$ cat src/rtl/arb_pkg.sv
package arb_pkg;
    localparam int unsigned PI_W    = 16;
    localparam int unsigned SCORE_W = 16;
    localparam int unsigned TEXT_W  = 16;
    localparam int unsigned SEG_N   = 4;
    localparam int unsigned SEG_W   = $clog2(SEG_N);
    localparam int unsigned NAME_W  = SEG_N * TEXT_W;

    typedef struct packed {
        logic [PI_W-1:0]    pi;
        logic [SEG_W-1:0]   seg;
        logic [TEXT_W-1:0]  text;
        logic [SCORE_W-1:0] score;
        logic               changed;
    } grp_t;

    // Candidate may act: any one without incumbent, the incumbent always,
    // a challenger only by strictly exceeding the best score.
    function automatic logic may_act(input logic has_inc, input logic is_inc,
                                     input logic [SCORE_W-1:0] score,
                                     input logic [SCORE_W-1:0] best);
        return !has_inc || is_inc || (score > best);
    endfunction
endpackage

$ cat src/rtl/arb_pick.sv
module arb_pick
    import arb_pkg::*;
#(
    parameter int unsigned N_CAND = 8,
    localparam int unsigned IDX_W = $clog2(N_CAND)
) (
    input  logic [N_CAND-1:0]  valid,
    input  grp_t               grp [N_CAND],
    input  logic               has_inc,
    input  logic [IDX_W-1:0]   inc_idx,
    input  logic [SCORE_W-1:0] best,
    output logic               act,
    output logic [IDX_W-1:0]   act_idx
);
    always_comb begin
        act     = 1'b0;
        act_idx = '0;
        // Scan downward so the lowest eligible index is left standing.
        for (int i = N_CAND - 1; i >= 0; i--) begin
            if (valid[i] && may_act(has_inc, IDX_W'(i) == inc_idx,
                                    grp[i].score, best)) begin
                act     = 1'b1;
                act_idx = IDX_W'(i);
            end
        end
    end
endmodule

$ cat src/rtl/seg_store.sv
module seg_store
    import arb_pkg::*;
#(
    parameter int unsigned N_CAND = 8,
    localparam int unsigned IDX_W = $clog2(N_CAND)
) (
    input  logic               clk,
    input  logic               rst,
    input  logic [N_CAND-1:0]  valid,
    input  grp_t               grp [N_CAND],
    input  logic [IDX_W-1:0]   rd_idx,
    output logic               all_seen,
    output logic [NAME_W-1:0]  name
);
    logic [SEG_N-1:0]  seen [N_CAND];
    logic [TEXT_W-1:0] text [N_CAND][SEG_N];

    for (genvar c = 0; c < N_CAND; c++) begin : g_cand
        always_ff @(posedge clk) begin
            if (rst) begin
                seen[c] <= '0;
            end else if (valid[c] && grp[c].changed) begin
                seen[c][grp[c].seg] <= 1'b1;
            end
        end
        for (genvar s = 0; s < SEG_N; s++) begin : g_seg
            always_ff @(posedge clk) begin
                if (rst) begin
                    text[c][s] <= '0;
                end else if (valid[c] && grp[c].changed &&
                             grp[c].seg == SEG_W'(s)) begin
                    text[c][s] <= grp[c].text;
                end
            end
        end
    end

    assign all_seen = &seen[rd_idx];

    always_comb begin
        for (int s = 0; s < SEG_N; s++) begin
            name[NAME_W-1-s*TEXT_W -: TEXT_W] = text[rd_idx][s];
        end
    end
endmodule

$ cat src/rtl/pi_confirm.sv
module pi_confirm
    import arb_pkg::*;
#(
    parameter int unsigned CONFIRM = 2,
    localparam int unsigned CNT_W  = $clog2(CONFIRM + 1)
) (
    input  logic            clk,
    input  logic            rst,
    input  logic            obs_en,
    input  logic [PI_W-1:0] obs_pi,
    output logic            pi_valid,
    output logic [PI_W-1:0] pi_code
);
    logic [PI_W-1:0]  pend_pi;
    logic [CNT_W-1:0] pend_cnt;
    logic [CNT_W-1:0] next_cnt;
    logic             match;

    assign match    = (pend_cnt != '0) && (obs_pi == pend_pi);
    assign next_cnt = !match ? CNT_W'(1)
                    : (pend_cnt == CNT_W'(CONFIRM)) ? pend_cnt
                    : pend_cnt + CNT_W'(1);

    always_ff @(posedge clk) begin
        if (rst) begin
            pend_pi  <= '0;
            pend_cnt <= '0;
            pi_valid <= 1'b0;
            pi_code  <= '0;
        end else if (obs_en) begin
            pend_pi  <= obs_pi;
            pend_cnt <= next_cnt;
            if (next_cnt >= CNT_W'(CONFIRM)) begin
                pi_valid <= 1'b1;
                pi_code  <= obs_pi;
            end
        end
    end

    // committed code moves only right after an observation
    a_r6_commit_needs_obs: assert property (@(posedge clk) disable iff (rst)
        $rose(pi_valid) |-> $past(obs_en));
    a_r6_code_moves_on_obs: assert property (@(posedge clk) disable iff (rst)
        (pi_valid && !$stable(pi_code)) |-> $past(obs_en));
endmodule

$ cat src/rtl/cand_arbiter.sv
module cand_arbiter
    import arb_pkg::*;
#(
    parameter int unsigned N_CAND     = 8,
    parameter int unsigned PI_CONFIRM = 2,
    localparam int unsigned IDX_W     = $clog2(N_CAND)
) (
    input  logic                      clk,
    input  logic                      rst,
    input  logic [N_CAND-1:0]         grp_valid,
    input  logic [N_CAND*PI_W-1:0]    grp_pi,
    input  logic [N_CAND*SEG_W-1:0]   grp_seg,
    input  logic [N_CAND*TEXT_W-1:0]  grp_text,
    input  logic [N_CAND*SCORE_W-1:0] grp_score,
    input  logic [N_CAND-1:0]         grp_changed,
    output logic                      sel_valid,
    output logic [IDX_W-1:0]          sel_idx,
    output logic                      pi_valid,
    output logic [PI_W-1:0]           pi_code,
    output logic                      ps_valid,
    output logic [NAME_W-1:0]         ps_name
);
    grp_t               grp [N_CAND];
    logic               act;
    logic [IDX_W-1:0]   act_idx;
    logic [SCORE_W-1:0] best_q;
    logic               obs_en;
    logic               all_seen;

    for (genvar c = 0; c < N_CAND; c++) begin : g_unpack
        assign grp[c] = '{pi:      grp_pi[c*PI_W +: PI_W],
                          seg:     grp_seg[c*SEG_W +: SEG_W],
                          text:    grp_text[c*TEXT_W +: TEXT_W],
                          score:   grp_score[c*SCORE_W +: SCORE_W],
                          changed: grp_changed[c]};
    end

    arb_pick #(.N_CAND(N_CAND)) u_pick (
        .valid   (grp_valid),
        .grp     (grp),
        .has_inc (sel_valid),
        .inc_idx (sel_idx),
        .best    (best_q),
        .act     (act),
        .act_idx (act_idx)
    );

    always_ff @(posedge clk) begin
        if (rst) begin
            sel_valid <= 1'b0;
            sel_idx   <= '0;
            best_q    <= '0;
        end else if (act) begin
            sel_valid <= 1'b1;
            sel_idx   <= act_idx;
            best_q    <= grp[act_idx].score;
        end
    end

    assign obs_en = act && grp[act_idx].changed && (grp[act_idx].score >= best_q);

    pi_confirm #(.CONFIRM(PI_CONFIRM)) u_pi (
        .clk      (clk),
        .rst      (rst),
        .obs_en   (obs_en),
        .obs_pi   (grp[act_idx].pi),
        .pi_valid (pi_valid),
        .pi_code  (pi_code)
    );

    seg_store #(.N_CAND(N_CAND)) u_store (
        .clk      (clk),
        .rst      (rst),
        .valid    (grp_valid),
        .grp      (grp),
        .rd_idx   (sel_idx),
        .all_seen (all_seen),
        .name     (ps_name)
    );

    assign ps_valid = sel_valid && all_seen;

    // an incumbent, once chosen, persists until reset
    a_r2_incumbent_sticky: assert property (@(posedge clk) disable iff (rst)
        sel_valid |=> sel_valid);
    // every change of incumbent comes with a strictly larger best score
    a_r4_switch_strict: assert property (@(posedge clk) disable iff (rst)
        (sel_valid && $past(sel_valid) && sel_idx != $past(sel_idx))
            |-> best_q > $past(best_q));
    // no name without an incumbent
    a_r8_name_needs_inc: assert property (@(posedge clk) disable iff (rst)
        ps_valid |-> sel_valid);
endmodule

$ cat config.mk
export PLATFORM = sky130hd
export DESIGN_NAME = cand_arbiter
export DESIGN_NICKNAME = d
export VERILOG_FILES = /design/src/rtl/arb_pkg.sv /design/src/rtl/arb_pick.sv /design/src/rtl/seg_store.sv /design/src/rtl/pi_confirm.sv /design/src/rtl/cand_arbiter.sv
export SDC_FILE = /design/constraint.sdc
export NUM_CORES = 1
export LEC_CHECK = 0
export BUFFER_PORTS_ARGS = -buffer_cell sky130_fd_sc_hd__buf_2
export CELL_PAD_IN_SITES_DETAIL_PLACEMENT = 0
export CELL_PAD_IN_SITES_GLOBAL_PLACEMENT = 2
export CORE_ASPECT_RATIO = 1.5
export CORE_MARGIN = 4
export CORE_UTILIZATION = 39
export DETAILED_ROUTE_END_ITERATION = 8
export PLACE_DENSITY_LB_ADDON = 0.1
export SLEW_MARGIN = 10
export SYNTH_ARGS = -nofsm -noshare
export SYNTH_HDL_FRONTEND = slang
export SYNTH_SLANG_ARGS = --single-unit
$ cat constraint.sdc
create_clock -name clk -period 9.1 [get_ports clk]
set_input_delay 0.91 -clock clk [delete_from_list [all_inputs] [get_ports clk]]
set_output_delay 0.91 -clock clk [all_outputs]
set_load 0.02 [all_outputs]
==> run_results.csv, run 1 <==
group,metric,value,unit
run_status,status,"finished clean",
hold_path,hold_path.startpoint,"u_pi.pi_code[8]",
global_route,grt_start_max_net_pins,70,
route,final_antenna_net_count,0,
critical_path,slowest_delay,610,ps
power_and_ir_drop,finalPower,8.13,mW
clock_tree,cts_buffer_depth,3,
critical_path,cp-start-kind,"register",
logic_synthesis,synth.avg_cell_area,12.3,um2
sta,hold_violations,0,
sta,min_period,7420,ps
power_and_ir_drop,power_frac_seq,40.9,%
logic_synthesis,synth-edff-count,540,
sta,fmax,135,MHz
sta,worst_slew_pin_slew,1290,ps
die,dieWidth,247,um
die,dieHeight,366,um
sta,period_share,81.5,%
place,gp_congestion,0.939,
finish,n_fill_cell,7969,
clock_tree,worstSkewPairLatency,620,ps
logic_synthesis,async_reset_ff_share,0,%
place,dp_hpwl,102,mm
power_and_ir_drop,swShare,31.9,%
route,viasPerCell,5.85,
power_and_ir_drop,p_clk_share,31.5,%
power_and_ir_drop,p_sw,2.60,mW
clock_tree,cts_tree,"yes",
die,fp-row-count,131,
sta,finalSetupViolations,0,
global_route,grt.total_usage,30.1,%
logic_synthesis,synthCells,2714,
sta,hold_slack,469,ps
power_and_ir_drop,peakVddDrop,0.142,mV
finish,finalNonFillerCells,4386,
logic_synthesis,synth-main-ff-cell,"edfxtp_1",
global_route,grt_pass1_wl,193,mm
finish,stdcell_area,0.0394,mm2
hold_path,hold-path-endpoint,"u_pi.pi_code[8]",
critical_path,r2r_cells,26,
power_and_ir_drop,p_int,5.54,mW
hold_path,worstHoldPathType,"reg2reg",
logic_synthesis,yosys_warnings,0,
route,drt_first_pass_iters,8,
critical_path,cp-end-kind,"register",
finish,final_common_cell,"edfxtp_1",
sta,worst_slack,1680,ps
route,drtIter0Drc,2074,
route,post_drt_wl_per_cell,31.8,um
logic_synthesis,synth_top_area_cell,"edfxtp_1",
critical_path,path_class,"reg2reg",
clock_tree,post_cts_resized,0,
logic_synthesis,synth_top_area_share,48.6,%
route,dr_total_vias,25600,
clock_tree,cts.clk_slew.worst_paths,60,ps
logic_synthesis,synth_seq_area_share,52.4,%
route,post-route-drc-count,0,
clock_tree,hold_buffers,0,
power_and_ir_drop,p_leak,15.0,nW
global_route,grt_pass1_vias,26500,
critical_path,cp_max_fo,50,
critical_path,critPathMostFrequentCell,"a21o_1",
logic_synthesis,synth.cell_area,0.0333,mm2
hold_path,hold_depth,2,
critical_path,slowest_stage,"a41oi_1",
logic_synthesis,synth_cell_types,80,
place,place_ws,1330,ps
finish,most-common-layout-cells,"540 x edfxtp_1, 523 x and2_1, 503 x buf_2",
die,initial_core_util,39.3,%
power_and_ir_drop,p_comb_share,27.6,%
place,portBuffers,503,
clock_tree,cts_root_buffer,"clkbuf_16",
finish,fin_util,46.5,%
clock_tree,cts_buffers,57,
logic_synthesis,netlist_top_cells_area,"edfxtp_1 49%, and2_1 9.8%, mux4_2 8.9%, ha_1 5.5%, dfxtp_1 3.7%",
place,place_inst,4257,
finish,nets,3750,
clock_tree,cts_sinks,602,
job,maxCapViolCount,0,
logic_synthesis,synth_nets,3278,
die,die_area,0.0903,mm2
critical_path,worstReg2RegStart,"best_q[15]",
route,drt-total-wl,140,mm
clock_tree,cts_setup_buffers,0,
global_route,antenna_found_initial,33,
finish,synthToLayoutAreaGrowth,18.3,%
sta,fin_worst_skew,10.2,ps
critical_path,critPathArrivalTime,7930,ps
global_route,overflow,0,
logic_synthesis,ys_seq_elements,602,
sta,slew_headroom,13.9,%
critical_path,r2r_slack,1680,ps
die,core_region_area,0.0849,mm2
critical_path,r2r_end,"u_pi.pi_code[2]",
sta,rsz0062_at_grt,"false",
sta,drv_slew,0,
critical_path,worstPathRequired,9610,ps
finish,layout-drive-gt1-share,28.9,%
sta,finalSetupTns,0,ps
place,placed_area,0.0374,mm2
power_and_ir_drop,p_per_area,206,mW/mm2
clock_tree,htreeDepth,2,
die,ios,504,
[state kept, by name, indices dropped and copies added, names as in the netlist, named ones only]
name           cells
best_q            16
sel_idx            3
sel_valid          1
u_pi.pend_cnt      2
u_pi.pend_pi      16
u_pi.pi_code      16
u_pi.pi_valid      1
u_store.seen      32
u_store.text     512
[routing by layer]
| layer | up-vias | share of wire, % | global-route usage (%) |
|---|---|---|---|
| met2 | 1350 | 50 | 52.0 |
| met1 | 12800 | 36 | 35.6 |
| met5 | - | 0.059 | 0 |
| li1 | 11200 | - | - |
| met4 | 14 | 6.0 | 15.2 |
| met3 | 300 | 7.8 | 5.42 |
[cell usage after synthesis (all sizes together), types with 8 or more instances]
cell type / number
a2111oi: 17
a211oi: 48
a21o: 23
a21oi: 53
a311oi: 19
a31o: 17
a31oi: 8
and2: 523
and3: 18
buf: 57
clkbuf: 94
dfxtp: 62
edfxtp: 540
ha: 146
inv: 47
mux2: 78
mux2i: 59
mux4: 132
nand2: 230
nand2b: 23
nand3: 75
nand4: 48
nor2: 113
nor2b: 19
nor3: 27
o211ai: 13
o21ai: 84
o31ai: 15
or3: 10
xnor2: 12
[area by class of cell]
cell class              count  area [um2]  area share [%]
diodes                     24        60.1           0.152
clock buffers              78        1570            3.97
well taps                1130        1410            3.58
repair buffers            564        2980            7.54
clock inverters            27         405            1.03
flip-flops and latches    602       17500            44.3
multi-input cells        1913       15400            39.0
inverters                  48         180           0.457
[logic make-up (layout without fill, tap and decap cells)]
| kind of cell | after synthesis | in the layout | share of synthesized area, % |
|---|---|---|---|
| and+or+nand+nor | 1108 | 1108 | 18.0 |
| DFF | 602 | 602 | 52.4 |
| AOI/OAI and AO/OA | 373 | 373 | 7.87 |
| muxes | 269 | 269 | 13.4 |
| buffers and inverters | 199 | 717 | 2.44 |
| adders and majority gates | 146 | 146 | 5.48 |
| xor gates and xnor gates | 17 | 17 | 0.447 |
| other | 0 | 24 | 0 |
[power groups by stage]
stage	registers, mW	clock network (mW)	logic (mW)
finish	3.33	2.56	2.25
global route	3.35	2.69	2.40
CTS	3.33	2.59	2.26
detailed placement	3.39	0	2.25
global placement	3.37	0	2.23
floorplan	3.33	0	1.35
[worst max path at each step]
stage / from / to / slack (ps) / cells past startpoint
2_1_floorplan: grp_score[59] / u_pi.pi_code[12] / 1940 / 30
3_3_place_gp: grp_score[79] / u_pi.pi_code[2] / 1440 / 26
3_5_place_dp: grp_score[79] / u_pi.pi_code[2] / 1330 / 26
4_1_cts: best_q[15] / u_pi.pi_code[2] / 1710 / 26
5_1_grt: best_q[7] / u_pi.pi_code[2] / 1360 / 25
6_report: best_q[15] / u_pi.pi_code[2] / 1680 / 26
[critical path, delay by kind of cell (launching register included)]
kind / cells / cell delay [ps]
adder cells (fa/ha/maj): 2 / 680
buffers and inverters: 3 / 990
AND/OR/NAND/NOR: 6 / 1620
flip-flops: 1 / 310
multiplexers: 1 / 370
AO/OA/AOI/OAI: 14 / 3290
(Power assumes the default switching activity.)
==> run 2: changes to the inputs <==
==> constraint.sdc (replaced) <==
create_clock -name clk -period 7 [get_ports clk]
set_input_delay 0.7 -clock clk [delete_from_list [all_inputs] [get_ports clk]]
set_output_delay 0.7 -clock clk [all_outputs]
set_load 0.02 [all_outputs]
==> run 2 against run 1 <==
  * Sequential share of layout area down 0.42 points
  * Flip-flop and latch count unchanged
  * Sequential power up 30%
  * Via count up 0.18%
  * Maximum frequency up 12%
  * Global-route usage down 0.065 points
  * Clock power up 29%
  * Clock-buffer cell count down 9
  * Final cell count up 1.1%
  * Critical path type unchanged
  * Critical endpoint unchanged
  * Largest cell class unchanged
  * Largest power group unchanged
==> run_results.csv, run 2 (synthesis gave the netlist of run 1 again) <==
group,metric,value,unit
run_status,status,"finished clean",
critical_path,cp_max_fo,34,
place,portBuffers,503,
critical_path,slowest_delay,460,ps
finish,largest_register,"u_store.text",
critical_path,cp-start-kind,"register",
sta,slew_headroom,13.3,%
clock_tree,cts_tree,"yes",
route,dr_total_vias,25700,
finish,most-common-layout-cells,"540 x edfxtp_1, 523 x and2_1, 503 x buf_2",
critical_path,worstReg2RegStart,"best_q[13]",
finish,n_fill_cell,7905,
sta,drv_slew,0,
critical_path,r2r_end,"u_pi.pi_code[2]",
die,fp-row-count,131,
die,ios,504,
clock_tree,cts_setup_buffers,0,
place,place_inst,4304,
global_route,grt_pass1_wl,193,mm
hold_path,hold_depth,2,
sta,finalSetupViolations,0,
sta,fin_worst_skew,7.80,ps
route,drt_first_pass_iters,9,
die,dieHeight,366,um
sta,worst_slew_pin_slew,1290,ps
finish,biggestRegsByFlops,"u_store.text x512, u_store.seen x32",
global_route,antenna_found_initial,33,
clock_tree,worstSkewPairLatency,630,ps
critical_path,r2r_cells,24,
power_and_ir_drop,peakVddDrop,0.186,mV
critical_path,cp-end-kind,"register",
clock_tree,htreeDepth,2,
critical_path,r2r_slack,360,ps
finish,finalNonFillerCells,4435,
die,dieWidth,247,um
route,drt-total-wl,139,mm
power_and_ir_drop,p_per_area,266,mW/mm2
die,core_region_area,0.0849,mm2
hold_path,hold_path.startpoint,"grp_text[108]",
sta,rsz0062_at_grt,"false",
route,viasPerCell,5.79,
clock_tree,cts_sinks,602,
critical_path,slowest_stage,"a221o_1",
die,initial_core_util,39.3,%
finish,final_common_cell,"edfxtp_1",
hold_path,hold-path-endpoint,"u_store.text[6][44]",
route,post-route-drc-count,0,
finish,layout-drive-gt1-share,30.1,%
critical_path,critPathBufInv,5,
finish,stdcell_area,0.0398,mm2
place,gp_congestion,0.967,
finish,largest_register_ffs,512,
clock_tree,cts_root_buffer,"clkbuf_16",
route,drtIter0Drc,2150,
critical_path,worstPathRequired,7520,ps
critical_path,critPathArrivalTime,7170,ps
clock_tree,cts_buffers,58,
global_route,grt.total_usage,30.0,%
place,dp_hpwl,101,mm
sta,hold_violations,0,
place,placed_area,0.0378,mm2
global_route,grt_pass1_vias,26600,
finish,synthToLayoutAreaGrowth,19.5,%
power_and_ir_drop,p_leak,15.2,nW
global_route,grt_start_max_net_pins,70,
critical_path,path_class,"reg2reg",
sta,finalSetupTns,0,ps
route,post_drt_wl_per_cell,31.4,um
sta,period_share,94.9,%
clock_tree,cts.clk_slew.worst_paths,70,ps
sta,min_period,6640,ps
job,maxCapViolCount,0,
clock_tree,cts_buffer_depth,3,
die,die_area,0.0903,mm2
critical_path,crit_chain,"inv_1, ha_1, a211oi_1, nor2_1, or3_1, o41ai_1, a211oi_1, buf_4, o21ai_4, buf_4, buf_6, buf_4, nand2_1, and3_1, a311oi_1, a31o_2, ha_1, a21o_1, a211oi_1, o211ai_1, a221o_1, nor3b_1, and4_1, mux2_1",
finish,nets,3798,
critical_path,path_delay_family,"compound AO/OA/AOI/OAI gates",
route,final_antenna_net_count,0,
global_route,overflow,0,
sta,fmax,150,MHz
hold_path,worstHoldPathType,"in2reg",
==> run 2: stage by stage <==
step	hold slack [ps]	worst slack (ps)	util, %	power [mW]
finish	392	355	46.9	10.6
global route	383	39.3	46.9	11.0
CTS	349	111	46.8	10.6
detailed placement	453	-170	44.5	7.36
global placement	452	-51.5	44.5	7.32
floorplan	440	54.0	-	6.08
==> run 2: layout make-up <==
class / instances / area (um2) / area share [%]
clock inverters: 40 / 428 / 1.07
diodes: 22 / 55.1 / 0.138
inverters: 48 / 184 / 0.462
repair buffers: 611 / 3370 / 8.46
well taps: 1130 / 1410 / 3.55
multi-input cells: 1913 / 15400 / 38.7
clock buffers: 69 / 1510 / 3.80
flip-flops and latches: 602 / 17500 / 43.9
==> run 2: what timing repair did <==
action                     4_1_cts  5_1_grt
setup endpoints to repair        5       14
hold buffers                     0        0
gates resized for setup          1        4
==> run 2: per-layer routing <==
| layer | up-vias | global-route usage, % | wire (um) |
|---|---|---|---|
| li1 | 11300 | - | - |
| met1 | 12900 | 35.6 | 51000 |
| met2 | 1187 | 52.8 | 70900 |
| met3 | 252 | 5.32 | 9950 |
| met4 | 20 | 13.5 | 7280 |
| met5 | - | 0 | 126 |
==> run 2: worst max path at each step <==
stage	startpoint	end	slack, ps	cells past startpoint
3_3_place_gp	grp_score[55]	u_pi.pi_code[14]	-50	24
2_1_floorplan	grp_score[59]	u_pi.pi_code[12]	50	30
3_5_place_dp	grp_score[55]	u_pi.pi_code[2]	-170	24
6_report	best_q[13]	u_pi.pi_code[2]	360	24
5_1_grt	best_q[13]	u_pi.pi_code[9]	40	25
4_1_cts	best_q[9]	u_pi.pi_code[2]	110	24
==> run 2: where the power goes <==
part,switching [mW],leakage [nW],internal (mW)
combinational,1.82,8.52,1.13
clock,1.45,0.941,1.85
sequential,0.154,5.73,4.19
total,3.43,15.2,7.16
